## src/rtl/srt_pkg.sv

```systemverilog
package srt_pkg;

    // Width of the host-visible control register
    localparam int REG_W = 16;

    // Interval counter sequencing
    typedef enum logic [0:0] {
        IV_LOAD = 1'b0,
        IV_RUN  = 1'b1
    } iv_state_e;

    // Refresh request handshake
    typedef enum logic [0:0] {
        RQ_IDLE = 1'b0,
        RQ_WAIT = 1'b1
    } rq_state_e;

    // Oscillator calibration
    typedef enum logic [1:0] {
        CAL_IDLE    = 2'd0,
        CAL_MEASURE = 2'd1,
        CAL_COMMIT  = 2'd2
    } cal_state_e;

endpackage

```

## src/rtl/srt_ctrl_reg.sv

```systemverilog
module srt_ctrl_reg
    import srt_pkg::*;
#(
    parameter int              RLD_W   = 12,
    parameter logic [RLD_W-1:0] DEF_RLD = 12'd56
) (
    input  logic             clk,
    input  logic             cold_rst_n,
    input  logic             host_wr,
    input  logic [RLD_W:0]   host_wdata,
    input  logic             hw_wr,
    input  logic [RLD_W-1:0] hw_rld,
    output logic             auto_en,
    output logic [RLD_W-1:0] rld,
    output logic [REG_W-1:0] rdata
);

    // Only the cold reset reaches this register; the host write wins
    // over the calibration update when both arrive together.
    always_ff @(posedge clk) begin
        if (!cold_rst_n) begin
            rld     <= DEF_RLD;
            auto_en <= 1'b0;
        end else if (host_wr) begin
            rld     <= host_wdata[RLD_W-1:0];
            auto_en <= host_wdata[RLD_W];
        end else if (hw_wr) begin
            rld     <= hw_rld;
        end
    end

    always_comb begin
        rdata             = '0;
        rdata[RLD_W-1:0]  = rld;
        rdata[RLD_W]      = auto_en;
    end

endmodule

```

## src/rtl/srt_osc_edge.sv

```systemverilog
module srt_osc_edge #(
    parameter int SYNC_STAGES = 2
) (
    input  logic clk,
    input  logic rst_n,
    input  logic osc_in,
    output logic osc_rise
);

    logic [SYNC_STAGES-1:0] sync_q;
    logic                   prev_q;

    always_ff @(posedge clk) begin
        if (!rst_n) begin
            sync_q <= '0;
            prev_q <= 1'b0;
        end else begin
            sync_q <= {sync_q[SYNC_STAGES-2:0], osc_in};
            prev_q <= sync_q[SYNC_STAGES-1];
        end
    end

    assign osc_rise = sync_q[SYNC_STAGES-1] & ~prev_q;

endmodule

```

## src/rtl/srt_interval.sv

```systemverilog
module srt_interval
    import srt_pkg::*;
#(
    parameter int RLD_W  = 12,
    parameter int PEND_W = 2
) (
    input  logic              clk,
    input  logic              rst_n,
    input  logic              osc_rise,
    input  logic [RLD_W-1:0]  rld,
    input  logic              ack,
    output logic              expire,
    output logic              req,
    output logic [PEND_W-1:0] pend
);

    localparam int                CNT_W    = RLD_W + 1;
    localparam logic [PEND_W-1:0] PEND_MAX = {PEND_W{1'b1}};

    iv_state_e          iv_q, iv_d;
    rq_state_e          rq_q, rq_d;
    logic [CNT_W-1:0]   cnt_q;
    logic [CNT_W-1:0]   reload_eff;
    logic [PEND_W-1:0]  pend_d;
    logic               take, give;

    // A zero field stands for the full counter range
    assign reload_eff = (rld == '0) ? (CNT_W'(1) << RLD_W) : {1'b0, rld};

    // ---------------- interval machine ----------------
    always_ff @(posedge clk) begin
        if (!rst_n) iv_q <= IV_LOAD;
        else        iv_q <= iv_d;
    end

    always_comb begin
        iv_d = iv_q;
        unique case (iv_q)
            IV_LOAD: iv_d = IV_RUN;
            IV_RUN:  iv_d = IV_RUN;
        endcase
    end

    assign expire = (iv_q == IV_RUN) && osc_rise && (cnt_q == '0);

    always_ff @(posedge clk) begin
        if (!rst_n) begin
            cnt_q <= '0;
        end else begin
            unique case (iv_q)
                IV_LOAD: cnt_q <= reload_eff;
                IV_RUN: begin
                    if (osc_rise) begin
                        if (cnt_q == '0) cnt_q <= reload_eff;
                        else             cnt_q <= cnt_q - 1'b1;
                    end
                end
            endcase
        end
    end

    // ---------------- request machine ----------------
    assign give = ack && (pend != '0);
    assign take = expire && ((pend != PEND_MAX) || give);

    always_comb begin
        pend_d = pend;
        if (take && !give)      pend_d = pend + 1'b1;
        else if (give && !take) pend_d = pend - 1'b1;
    end

    always_ff @(posedge clk) begin
        if (!rst_n) begin
            rq_q <= RQ_IDLE;
            pend <= '0;
        end else begin
            rq_q <= rq_d;
            pend <= pend_d;
        end
    end

    always_comb begin
        rq_d = rq_q;
        unique case (rq_q)
            RQ_IDLE: if (pend_d != '0) rq_d = RQ_WAIT;
            RQ_WAIT: if (pend_d == '0) rq_d = RQ_IDLE;
        endcase
    end

    always_comb begin
        req = 1'b0;
        unique case (rq_q)
            RQ_IDLE: req = 1'b0;
            RQ_WAIT: req = 1'b1;
        endcase
    end

endmodule

```

## src/rtl/srt_calib.sv

```systemverilog
module srt_calib
    import srt_pkg::*;
#(
    parameter int RLD_W         = 12,
    parameter int WIN_LOG2      = 12,
    parameter int SYS_PERIOD_PS = 10000,
    parameter int TARGET_PS     = 15500000
) (
    input  logic             clk,
    input  logic             rst_n,
    input  logic             en,
    input  logic             osc_rise,
    output logic             hw_wr,
    output logic [RLD_W-1:0] hw_rld
);

    localparam int          WIN_CYC = 1 << WIN_LOG2;
    localparam int          EC_W    = WIN_LOG2 + 1;
    localparam logic [63:0] WIN_PS  = 64'(WIN_CYC) * 64'(SYS_PERIOD_PS);
    localparam logic [63:0] RLD_MAX = (64'd1 << RLD_W) - 64'd1;

    cal_state_e          st_q, st_d;
    logic [WIN_LOG2-1:0] win_q;
    logic [EC_W-1:0]     edges_q;
    logic [63:0]         scaled;

    always_ff @(posedge clk) begin
        if (!rst_n) st_q <= CAL_IDLE;
        else        st_q <= st_d;
    end

    always_comb begin
        st_d = st_q;
        unique case (st_q)
            CAL_IDLE:    if (en) st_d = CAL_MEASURE;
            CAL_MEASURE: begin
                if (!en)                                  st_d = CAL_IDLE;
                else if (win_q == WIN_LOG2'(WIN_CYC - 1)) st_d = CAL_COMMIT;
            end
            CAL_COMMIT:  st_d = en ? CAL_MEASURE : CAL_IDLE;
            default:     st_d = CAL_IDLE;
        endcase
    end

    // Window and edge counters
    always_ff @(posedge clk) begin
        if (!rst_n) begin
            win_q   <= '0;
            edges_q <= '0;
        end else if (st_q == CAL_MEASURE) begin
            win_q <= win_q + 1'b1;
            if (osc_rise) edges_q <= edges_q + 1'b1;
        end else begin
            win_q   <= '0;
            edges_q <= '0;
        end
    end

    // Scale edges in the window to oscillator cycles per target interval
    assign scaled = (64'(edges_q) * 64'(TARGET_PS)) / WIN_PS;

    always_comb begin
        hw_wr  = 1'b0;
        hw_rld = '0;
        unique case (st_q)
            CAL_IDLE, CAL_MEASURE: hw_wr = 1'b0;
            CAL_COMMIT:            hw_wr = en && rst_n;
            default:               hw_wr = 1'b0;
        endcase
        if (scaled == 64'd0)       hw_rld = RLD_W'(1);
        else if (scaled > RLD_MAX) hw_rld = RLD_MAX[RLD_W-1:0];
        else                       hw_rld = scaled[RLD_W-1:0];
    end

endmodule

```

## src/rtl/susp_refresh_timer.sv

```systemverilog
module susp_refresh_timer
    import srt_pkg::*;
#(
    parameter int RLD_W         = 12,
    parameter int DEF_RLD       = 56,
    parameter int WIN_LOG2      = 12,
    parameter int SYS_PERIOD_PS = 10000,
    parameter int TARGET_PS     = 15500000,
    parameter int PEND_W        = 2
) (
    input  logic              clk,
    input  logic              cold_rst_n,
    input  logic              warm_rst_n,
    input  logic              osc_clk,
    input  logic              reg_wr,
    input  logic [15:0]       reg_wdata,
    output logic [15:0]       reg_rdata,
    output logic              refresh_req,
    input  logic              refresh_ack,
    output logic [PEND_W-1:0] pend_cnt
);

    logic             op_rst_n;
    logic             osc_rise;
    logic             auto_en;
    logic [RLD_W-1:0] cur_rld;
    logic             cal_wr;
    logic [RLD_W-1:0] cal_rld;
    logic             iv_expire;
    logic             unused_rsv;

    // Everything except the register restarts on either reset
    assign op_rst_n   = cold_rst_n & warm_rst_n;
    assign unused_rsv = ^reg_wdata[REG_W-1:RLD_W+1];

    srt_ctrl_reg #(
        .RLD_W   (RLD_W),
        .DEF_RLD (RLD_W'(DEF_RLD))
    ) i_reg (
        .clk        (clk),
        .cold_rst_n (cold_rst_n),
        .host_wr    (reg_wr),
        .host_wdata (reg_wdata[RLD_W:0]),
        .hw_wr      (cal_wr),
        .hw_rld     (cal_rld),
        .auto_en    (auto_en),
        .rld        (cur_rld),
        .rdata      (reg_rdata)
    );

    srt_osc_edge #(
        .SYNC_STAGES (2)
    ) i_edge (
        .clk      (clk),
        .rst_n    (op_rst_n),
        .osc_in   (osc_clk),
        .osc_rise (osc_rise)
    );

    srt_interval #(
        .RLD_W  (RLD_W),
        .PEND_W (PEND_W)
    ) i_interval (
        .clk      (clk),
        .rst_n    (op_rst_n),
        .osc_rise (osc_rise),
        .rld      (cur_rld),
        .ack      (refresh_ack),
        .expire   (iv_expire),
        .req      (refresh_req),
        .pend     (pend_cnt)
    );

    srt_calib #(
        .RLD_W         (RLD_W),
        .WIN_LOG2      (WIN_LOG2),
        .SYS_PERIOD_PS (SYS_PERIOD_PS),
        .TARGET_PS     (TARGET_PS)
    ) i_calib (
        .clk      (clk),
        .rst_n    (op_rst_n),
        .en       (auto_en),
        .osc_rise (osc_rise),
        .hw_wr    (cal_wr),
        .hw_rld   (cal_rld)
    );

endmodule

```

## config.mk

```make
export PLATFORM = sky130hd
export DESIGN_NAME = susp_refresh_timer
export DESIGN_NICKNAME = d
export VERILOG_FILES = /design/src/rtl/srt_pkg.sv /design/src/rtl/srt_ctrl_reg.sv /design/src/rtl/srt_osc_edge.sv /design/src/rtl/srt_interval.sv /design/src/rtl/srt_calib.sv /design/src/rtl/susp_refresh_timer.sv
export SDC_FILE = /design/constraint.sdc
export NUM_CORES = 1
export LEC_CHECK = 0
export BUFFER_PORTS_ARGS = -buffer_cell sky130_fd_sc_hd__buf_2
export CAP_MARGIN = 5
export CORE_ASPECT_RATIO = 0.6
export CORE_MARGIN = 8
export CORE_UTILIZATION = 30
export DETAILED_ROUTE_END_ITERATION = 10
export PLACE_DENSITY = 0.53
export SYNTH_ARGS = -nofsm -noshare
export SYNTH_HDL_FRONTEND = slang
export SYNTH_SLANG_ARGS = --single-unit
```

## constraint.sdc

```tcl
create_clock -name clk -period 18.2 [get_ports clk]
set_clock_uncertainty 0.15 [all_clocks]
set_input_delay 0.91 -clock clk [delete_from_list [all_inputs] [get_ports clk]]
set_output_delay 0.91 -clock clk [all_outputs]
set_load 0.01 [all_outputs]
```

==> results.txt <==
status -> completed
slowest CP cell -> o311ai_1
Core Rows -> 56
CTS H-tree lvls -> 3
core outline area -> 39,200 um2
met2 wire length -> 12.6 mm
Reg-to-Reg End -> i_reg.rld[0]$_SDFFE_PN0P_
Main synth FF type -> dfxtp_1
initial core utilization -> 30.6%
final count of negative-setup-slack endpoints -> 0
DRC -> 0
Setup crit start kind -> flop
first-pass GRT wire length -> 60.7 mm
final core occ -> 32.9%
Register Area -> 1200 um2
pre-CTS setup slack -> 1.34 ns
Worst R2R Setup Slack -> 1.37 ns
Required @ worst endpoint -> 18.27 ns
CP peak stage delay -> 0.66 ns
Hold Crit Class -> reg -> reg
relative max-transition margin -> 27.0%
clock root cell -> clkbuf_16
top-area cell type share of the netlist area -> 12.4%
DRT antenna net count -> 0
die area -> 46,800 um2
CTS tree -> done
cells after synthesis -> 1,518
Endpoint, Worst Hold -> i_calib.win_q[0]$_SDFF_PN0_
final hold vios -> 0
min-delay src -> i_calib.win_q[0]$_SDFF_PN0_
Reg2Reg Launch Point -> i_calib.edges_q[12]$_SDFFE_PN0P_
WS Path Type -> reg -> reg
Synth Cell Area -> 12,000 um2
antenna cells -> 0
number of CTS-inserted buffers -> 9
PostCTS Resize Cnt -> 0
DR WL/cell -> 18.2 um
via/cell ratio -> 5.59
Iter 0 DRT Violations -> 1,129
Worst Setup End Kind -> flop
Vias -> 11,500
Final min period -> 16.83 ns
initial antenna violation count -> 0
M1 WL -> 21.4 mm
clk_lat worst skew -> 0.35 ns
register area share after synthesis -> 10.0%
maximum clock rate -> 0.0594 GHz
Worst VDD drop -> 0.0312 mV
Clock Pin Slew Worst Setup and Hold Paths -> 0.06 ns
leading cell types in the layout, fill and taps excluded -> 146 x inv_1, 138 x nor2_1, 122 x nand2_1
peak fanout along the critical path -> 15
Layout Nets -> 1,735
Mean Syn Cell Area -> 7.90 um2
Max Cap Viol -> 0
area leader, netlist -> ha_1
post-synthesis register bit count -> 60
layout cells sized above 1 -> 9.21%
Port Buf Inserts -> 34
CP arrival -> 16.90 ns
DR pass1 iterations -> 6
Placer Congestion -> 0.921
chip height -> 171 um
top routing layer in use -> met4
asr flop ratio synth -> 0%
Post-synth EDFFs -> 0
Pwr per Cell Area -> 26.2 nW/um2
Area contributors post-synth -> ha_1 12%, fa_1 11%, dfxtp_1 10%, xnor2_1 4.9%, inv_1 4.6%
leak pwr -> 5.59 nW
fillers -> 4,197
Max clock buf depth -> 2
hold path depth -> 1
final worst slack -> 1.37 ns
cell with the most instances on the worst path -> fa_1
vias in the first global route -> 10,700
Global Route Usage Sum -> 16.0%
num ports -> 41
CTS Hold Bufs -> 0
Yosys cell types -> 123
Worst-Margin Slew -> 1.09 ns
Setup TNS -> 0 ns
leading cell type in the layout, fill and taps excluded -> inv_1
pin count of the biggest net entering global routing -> 26
die width -> 274 um
grt ovf -> 0
Tcrit/Tclk final -> 92.5%
Post-CTS Setup Inserts -> 0
count of pins over their slew limit -> 0
drt total wl -> 37.5 mm
Layout Area Growth over Synthesis -> 7.82%
Post-DP HPWL -> 31.4 mm
unrepaired setup endpoints after global routing -> no
clk sinks -> 60
R2R depth -> 51
Multi-input gate area -> 10,000 um2
YS warnings -> 0
routed wl met3 -> 3.31 mm
-- cell usage after synthesis (26+ instances only) --
library cell	n
xnor2_1	67
ha_1	119
o21ai_0	58
fa_1	68
dfxtp_1	60
nor2_1	138
a21oi_1	87
o211ai_1	26
xor2_1	26
nand2_1	122
inv_1	146
nand3_1	55
nor3_1	35
-- layout make-up --
type | instances | area share (%)
inverter | 147 | 4.27
timing repair buffer | 40 | 1.67
tap | 522 | 5.05
sequential | 60 | 9.29
multi-input combinational | 1268 | 77.5
clock buffer | 10 | 1.77
clock inverter | 6 | 0.494
-- power by group --
part           leakage, nW  switching, W  internal, W
combinational         4.96     0.0000156    0.0000103
clock                0.139     0.0000679     0.000106
sequential           0.488    0.00000420     0.000135
-- worst max-delay path by stage --
stage	from	end	slack (ns)	depth (start not counted)
after floorplan	i_calib.edges_q[10]$_SDFFE_PN0P_	i_reg.rld[0]$_SDFFE_PN0P_	4.62	55
after global placement	i_calib.edges_q[12]$_SDFFE_PN0P_	i_reg.rld[0]$_SDFFE_PN0P_	1.51	51
after detailed placement	i_calib.edges_q[12]$_SDFFE_PN0P_	i_reg.rld[0]$_SDFFE_PN0P_	1.34	52
after CTS	i_calib.edges_q[12]$_SDFFE_PN0P_	i_reg.rld[0]$_SDFFE_PN0P_	1.29	52
after global routing	i_calib.edges_q[12]$_SDFFE_PN0P_	i_reg.rld[0]$_SDFFE_PN0P_	0.16	51
final	i_calib.edges_q[12]$_SDFFE_PN0P_	i_reg.rld[0]$_SDFFE_PN0P_	1.37	51
-- sequential cells by signal (all words and copies together) (netlist names) --
name and cells:
i_interval.iv_q 1, i_edge.prev_q 1, i_calib.edges_q 13, i_interval.pend 2
i_interval.cnt_q 13, i_interval.rq_q 1, i_reg.rld 12, i_edge.sync_q 2
i_calib.st_q 2, i_reg.auto_en 1, i_calib.win_q 12
-- layer usage --
layer / track usage (%) / vias to the layer above
met5: 0 / -
met4: 1.44 / 0
li1: - / 5567
met1: 27.4 / 5504
met3: 3.81 / 19
met2: 19.2 / 393
-- critical path: cells and delay by family (launching register included) --
| kind | cells | cell delay, ns |
|---|---|---|
| xor gates and xnor gates | 3 | 0.84 |
| DFF | 1 | 0.62 |
| buffers and inverters | 5 | 0.54 |
| AOI/OAI and AO/OA | 22 | 7.13 |
| adders and majority gates | 6 | 2.93 |
| and+or+nand+nor | 13 | 3.45 |
| muxes | 2 | 0.99 |
-- cell families (layout without fill, tap and decap cells) --
logic type      count (synthesis)  in the layout  share of synthesized area, %
other cells                     1              3                        0.0313
buf+inv                       192            203                          6.59
compound gates                440            440                          27.7
fa+ha+maj                     193            193                          24.3
simple gates                  505            505                          20.9
flops                          60             60                          10.0
mux                            28             28                          2.60
xor+xnor                       99             99                          7.80
-- metrics by stage --
stage,total power [W],hold WS [ns],std cells,cell area [um2]
global placement,0.000167,0.283,2037,12600
finish,0.000339,0.299,2053,12900
detailed placement,0.000167,0.288,2037,12600
global route,0.000355,0.311,2053,12900
CTS,0.000343,0.299,2053,12900
floorplan,0.000159,0.268,1520,12000
No activity file was read; power rests on OpenSTA's default activity.
